`config.mk`:
```
export PLATFORM = sky130hd
export DESIGN_NAME = board_addr_mapper
export DESIGN_NICKNAME = d
export VERILOG_FILES = /design/src/rtl/bmap_pkg.sv /design/src/rtl/bmap_cfg_reg.sv /design/src/rtl/bmap_decode.sv /design/src/rtl/board_addr_mapper.sv
export SDC_FILE = /design/constraint.sdc
export NUM_CORES = 1
export LEC_CHECK = 0
export BUFFER_PORTS_ARGS = -buffer_cell sky130_fd_sc_hd__buf_2
export CAP_MARGIN = 40
export CORE_MARGIN = 4
export CORE_UTILIZATION = 45
export CTS_BUF_LIST = sky130_fd_sc_hd__clkbuf_16
export DETAILED_ROUTE_END_ITERATION = 8
export PLACE_DENSITY = 0.73
export SETUP_SLACK_MARGIN = 0.15
export SYNTH_ARGS = -nofsm -noshare
export SYNTH_HDL_FRONTEND = slang
export SYNTH_SLANG_ARGS = --single-unit
export TNS_END_PERCENT = 30
```
`constraint.sdc`:
```
create_clock -name clk -period 1.5 [get_ports clk]
set_clock_uncertainty 0.1 [all_clocks]
set_input_delay 0.15 -clock clk [delete_from_list [all_inputs] [get_ports clk]]
set_output_delay 0.15 -clock clk [all_outputs]
set_load 0.02 [all_outputs]
```
`src/rtl/bmap_pkg.sv`:
```
package bmap_pkg;
  localparam int CODE_W     = 6;
  localparam int MODE_W     = 3;
  localparam int CFG_W      = 12;
  localparam int NUM_MODES  = 4;
  localparam int MODE_IDX_W = $clog2(NUM_MODES);

  typedef struct packed {
    logic [MODE_W-1:0] mode;
    logic [CODE_W-1:0] code;
    logic [1:0]        spare;
    logic              map_out;
  } map_cfg_t;
endpackage

```
`src/rtl/bmap_cfg_reg.sv`:
```
module bmap_cfg_reg
  import bmap_pkg::*;
(
  input  logic             clk,
  input  logic             rst_n,
  input  logic             we,
  input  logic [CFG_W-1:0] wdata,
  output map_cfg_t         cfg
);
  map_cfg_t cfg_d;
  map_cfg_t cfg_q;

  always_comb begin
    cfg_d = cfg_q;
    if (we) cfg_d = map_cfg_t'(wdata);
  end

  always_ff @(posedge clk or negedge rst_n) begin
    if (!rst_n) begin
      cfg_q <= '{mode: '0, code: '0, spare: '0, map_out: 1'b1};
    end else begin
      cfg_q <= cfg_d;
    end
  end

  assign cfg = cfg_q;
endmodule

```
`src/rtl/bmap_decode.sv`:
```
module bmap_decode
  import bmap_pkg::*;
#(
  parameter int ADDR_W = 27,
  parameter int PHYS_W = 18
) (
  input  logic [ADDR_W-1:0] laddr,
  input  map_cfg_t          cfg,
  output logic              match,
  output logic [PHYS_W-1:0] phys
);
  logic [NUM_MODES-1:0] sel_ok;
  logic [PHYS_W-1:0]    sel_phys [NUM_MODES];

  for (genvar s = 0; s < NUM_MODES; s++) begin : g_mode
    localparam logic [ADDR_W-1:0] LMASK = (ADDR_W'(1) << s) - ADDR_W'(1);
    logic [ADDR_W-1:0] shifted;
    logic              lane_ok;
    logic              upper_ok;
    assign shifted  = laddr >> s;
    assign lane_ok  = ((laddr ^ ADDR_W'(cfg.code)) & LMASK) == '0;
    assign upper_ok = (shifted >> PHYS_W) == (ADDR_W'(cfg.code) >> s);
    assign sel_ok[s]   = lane_ok & upper_ok;
    assign sel_phys[s] = shifted[PHYS_W-1:0];
  end

  always_comb begin
    match = 1'b0;
    phys  = sel_phys[0];
    if (cfg.mode < MODE_W'(NUM_MODES)) begin
      match = sel_ok[cfg.mode[MODE_IDX_W-1:0]];
      phys  = sel_phys[cfg.mode[MODE_IDX_W-1:0]];
    end
  end
endmodule

```
`src/rtl/board_addr_mapper.sv`:
```
module board_addr_mapper
  import bmap_pkg::*;
#(
  parameter int ADDR_W = 27,
  parameter int X_W    = 9,
  parameter int Y_W    = 9
) (
  input  logic             clk,
  input  logic             rst_n,
  input  logic             req,
  input  logic [ADDR_W-1:0] laddr,
  input  logic             cfg_we,
  input  logic [CFG_W-1:0] cfg_wdata,
  output logic             hit,
  output logic [X_W-1:0]   phys_x,
  output logic [Y_W-1:0]   phys_y
);
  localparam int PHYS_W = X_W + Y_W;

  map_cfg_t          cfg;
  logic              match;
  logic [PHYS_W-1:0] phys_c;

  logic              hit_d, hit_q;
  logic [PHYS_W-1:0] phys_d, phys_q;

  bmap_cfg_reg u_cfg (
    .clk   (clk),
    .rst_n (rst_n),
    .we    (cfg_we),
    .wdata (cfg_wdata),
    .cfg   (cfg)
  );

  bmap_decode #(.ADDR_W(ADDR_W), .PHYS_W(PHYS_W)) u_dec (
    .laddr (laddr),
    .cfg   (cfg),
    .match (match),
    .phys  (phys_c)
  );

  always_comb begin
    hit_d  = req & match & ~cfg.map_out;
    phys_d = phys_q;
    if (req) phys_d = phys_c;
  end

  always_ff @(posedge clk or negedge rst_n) begin
    if (!rst_n) begin
      hit_q  <= 1'b0;
      phys_q <= '0;
    end else begin
      hit_q  <= hit_d;
      phys_q <= phys_d;
    end
  end

  assign hit    = hit_q;
  assign phys_x = phys_q[PHYS_W-1:Y_W];
  assign phys_y = phys_q[Y_W-1:0];
endmodule

```
==> results_tabular.tex <==
\begin{tabular}{lr}
\hline
Metric & Value \\
\hline
\multicolumn{2}{l}{\textbf{Outcome}} \\
Status & completed \\
\multicolumn{2}{l}{\textbf{Layout}} \\
Fraction of final layout cells sized beyond drive strength 1 & 0.382 \\
Area Growth Syn to Fin & 29.1\% \\
Final core occ & 0.617 \\
Number of nets in the finished design & 270 \\
Count of antenna diodes in the layout & 0 \\
\multicolumn{2}{l}{\textbf{Worst setup path}} \\
CP max stage delay & 0.41 ns \\
R2r setup slk & 0.06 ns \\
Worst Reg2Reg Path Length in Cells & 5 \\
Ordered cell list for the critical path & buf\_12 > mux2i\_1 > a21oi\_1 > o211ai\_1 > o21ai\_0 \\
Required time of the critical path & 1.54 ns \\
Worst setup path class & reg -> reg \\
Crit path buffers/inverters & 1 \\
CP startpoint kind & register \\
Master of the slowest instance on the critical path & dfrtp\_2 \\
Reg2Reg Capture Point & phys\_q[1] \\
Crit-path leading delay family & flip-flops \\
Critical-path maximum fanout & 13 \\
Setup crit start & u\_cfg.cfg[10] \\
Reg-to-reg startpoint & u\_cfg.cfg[10] \\
Data arrival time of the worst path & 1.48 ns \\
CP Capture Type & register \\
\multicolumn{2}{l}{\textbf{STA}} \\
Worst-case setup margin in the final layout & 0.0617 ns \\
Period Utilization, post-route & 0.959 \\
Setup repair after global routing missed its margin & true \\
Final setup fails & 0 \\
Highest Clock Rate & 0.695 GHz \\
Tmin final & 1.44 ns \\
Final Slew Violations & 0 \\
Total count of hold-check failures in the final report & 0 \\
Slew HR & 0.564 \\
Worst Tran Pin Value & 0.654 ns \\
\multicolumn{2}{l}{\textbf{Clock network}} \\
Clock transition at the registers of the reported paths & 0.05 ns \\
Longest Clk Path Bufs & 2 \\
CTS tree & built \\
Maximum level of the CTS H-tree & 2 \\
Post-CTS setup-driven buffer insertion count & 0 \\
Number of buffers created by CTS & 5 \\
Number of clock sinks & 29 \\
Clk\_lat worst skew & 0.27 ns \\
Clock tree root buffer cell & clkbuf\_16 \\
\multicolumn{2}{l}{\textbf{GRT}} \\
Largest net degree at the start of global routing & 37 \\
Vias in the first global route & 1,353 \\
Antenna violations before repair & 0 \\
Global-route wire length before repair & 6.12 mm \\
Global route overflow & 0 \\
Overall track demand over capacity in global routing & 0.152 \\
\multicolumn{2}{l}{\textbf{Power and ir drop}} \\
Leakage power & 0.00113 uW \\
Total Power & 2590 uW \\
VDD IR-drop max & 0.000783 V \\
Power density normalized to cell area & 1120 nW/um\^{}2 \\
\multicolumn{2}{l}{\textbf{Yosys}} \\
Sequential element share of the synthesized area & 0.406 \\
Library cell occupying the most area in the post-synthesis netlist & dfrtp\_1 \\
Syn avg cell area & 10.8 sq um \\
Post-Synthesis Cell Area & 1790 sq um \\
Syn Inst Count & 166 \\
Dominant cell by count in the synthesized netlist & mux2i\_1 \\
Number of flip-flops and latches in the synthesized netlist & 29 \\
Cells taking the most area after synthesis & dfrtp\_1 39\%, mux2i\_1 28\%, mux2\_2 6.3\% \\
Post-synth EDFFs & 0 \\
Count of warnings emitted by yosys & 0 \\
Synth top area share & 0.392 \\
List of most frequent post-synthesis cells & 50 x mux2i\_1, 28 x dfrtp\_1, 18 x a21oi\_1, 17 x nor2\_1, 10 x mux2\_2 \\
Mapped Nets & 209 \\
Flip-flop cell with the highest count after synthesis & dfrtp\_1 \\
Synth async-reset ratio & 1.00 \\
Count of cell types in the netlist & 27 \\
\multicolumn{2}{l}{\textbf{Place}} \\
Routability congestion estimate & 0.753 \\
Pre-CTS setup slack & 0.0934 ns \\
Number of port buffers & 59 \\
HPWL after detailed placement & 2.77 mm \\
\multicolumn{2}{l}{\textbf{Floorplanning}} \\
Cell row count & 22 \\
Floorplan die height & 71.1 um \\
Io pins & 62 \\
Initial standard-cell utilization of the core & 0.478 \\
Die Width & 71.1 um \\
Core ar. & 3740 sq um \\
Die area & 5050 sq um \\
\multicolumn{2}{l}{\textbf{Route}} \\
Routed WL & 3.91 mm \\
Drt initial violations & 37 \\
First-pass DRT Iterations & 3 \\
Remaining design rule violation count & 0 \\
Detail-routed net length per standard cell & 14.2 um \\
Detail-routed via count per cell & 5.12 \\
Vias after detailed routing & 1,414 \\
Antenna Violating Nets Remaining & 0 \\
\multicolumn{2}{l}{\textbf{Worst hold path}} \\
HP Start & cfg\_wdata[0] \\
Hold Crit Endpoint & u\_cfg.cfg[0] \\
Type of the tightest min-delay check & in -> reg \\
Worst Hold Path Cells & 2 \\
\multicolumn{2}{l}{\textbf{Job}} \\
Number of maximum-capacitance constraint violations & 0 \\
\hline
\end{tabular}
[registers in the layout, indices dropped and copies added (netlist names)]
| name | count |
|---|---|
| phys_q | 18 |
| hit | 1 |
| u_cfg.cfg | 10 |
[worst reg2reg max path: cells and delay by family, from the launching register on]
kind,cells,cell delay [ns]
buffers and inverters,1,0.17
AO/OA/AOI/OAI,3,0.37
multiplexers,1,0.26
flip-flops,1,0.41
[cell type report]
type / count / area, sq um
clock buffers: 5 / 125
clock inverters: 3 / 12.5
fillers: 347 / 1430
inverters: 2 / 7.51
multi-input cells: 122 / 975
flip-flops and latches: 29 / 729
well taps: 48 / 60.1
repair buffers: 67 / 400
[per-layer routing]
layer / up-vias / wire length (um) / GRT usage
met1: 674 / 1770 / 0.201
met3: 4 / 143 / 0.0440
met2: 25 / 1970 / 0.243
met4: 0 / 24 / 0.0438
li1: 711 / - / -
met5: - / 0 / 0
[cell usage in the layout, fill, tap and decap left out, drive strengths merged]
cell         Yosys  routed
a211oi           1       1
a21oi           18      18
a31oi            1       1
buf              9      65
clkbuf           4       6
clkinv           0       3
dfrtp           28      28
dfstp            1       1
dlygate4sd3      0       1
inv              2       2
mux2            10      10
mux2i           50      50
nand2            1       1
nand2b           2       2
nand3            1       1
nand4b           1       1
nor2            17      17
nor3             2       2
nor3b            2       2
nor4             1       1
o211ai           2       2
o21ai            3       3
o21bai           1       1
xnor2            3       3
xor2             6       6
[power by group]
part	internal, uW	leakage (uW)	switching [uW]
registers	888	0.000330	64.9
logic	339	0.000735	385
clock network	597	0.0000687	319
total	1820	0.00113	768
[how the worst max path moves through the flow]
stage / slack [ns] / endpoint / depth (start not counted)
final: 0.06 / phys_q[1] / 5
after floorplan: 0.16 / phys_q[1] / 6
after global placement: 0.11 / phys_q[1] / 5
after CTS: 0.07 / phys_q[16] / 5
after detailed placement: 0.09 / phys_q[1] / 5
after global routing: -0.02 / phys_q[1] / 5
[logic make-up after synthesis]
logic type | Yosys count | share of synthesized area
compound gates | 26 | 0.0790
xor+xnor | 9 | 0.0441
buf+inv | 15 | 0.0580
flops | 29 | 0.406
mux | 60 | 0.343
simple gates | 27 | 0.0699
[stage by stage]
step	cells	instance area [sq um]	TNS (ns)	hold WS, ns
CTS	275	2270	0	0.00694
global placement	266	2120	0	0.110
global route	276	2310	-0.0170	0.00833
detailed placement	266	2120	0	0.119
floorplan	166	1790	0	-0.246
finish	276	2310	0	0.0123
[repair_timing]
| action | 4_1_cts | 5_1_grt |
|---|---|---|
| resized for setup | 1 | 4 |
| hold buffers | 1 | 0 |
| cloned | 0 | 1 |
| pin swaps | 0 | 0 |
| endpoints found under the setup margin | 19 | 19 |
| endpoints found under the hold margin | 28 | 0 |
(Power assumes the default switching activity.)
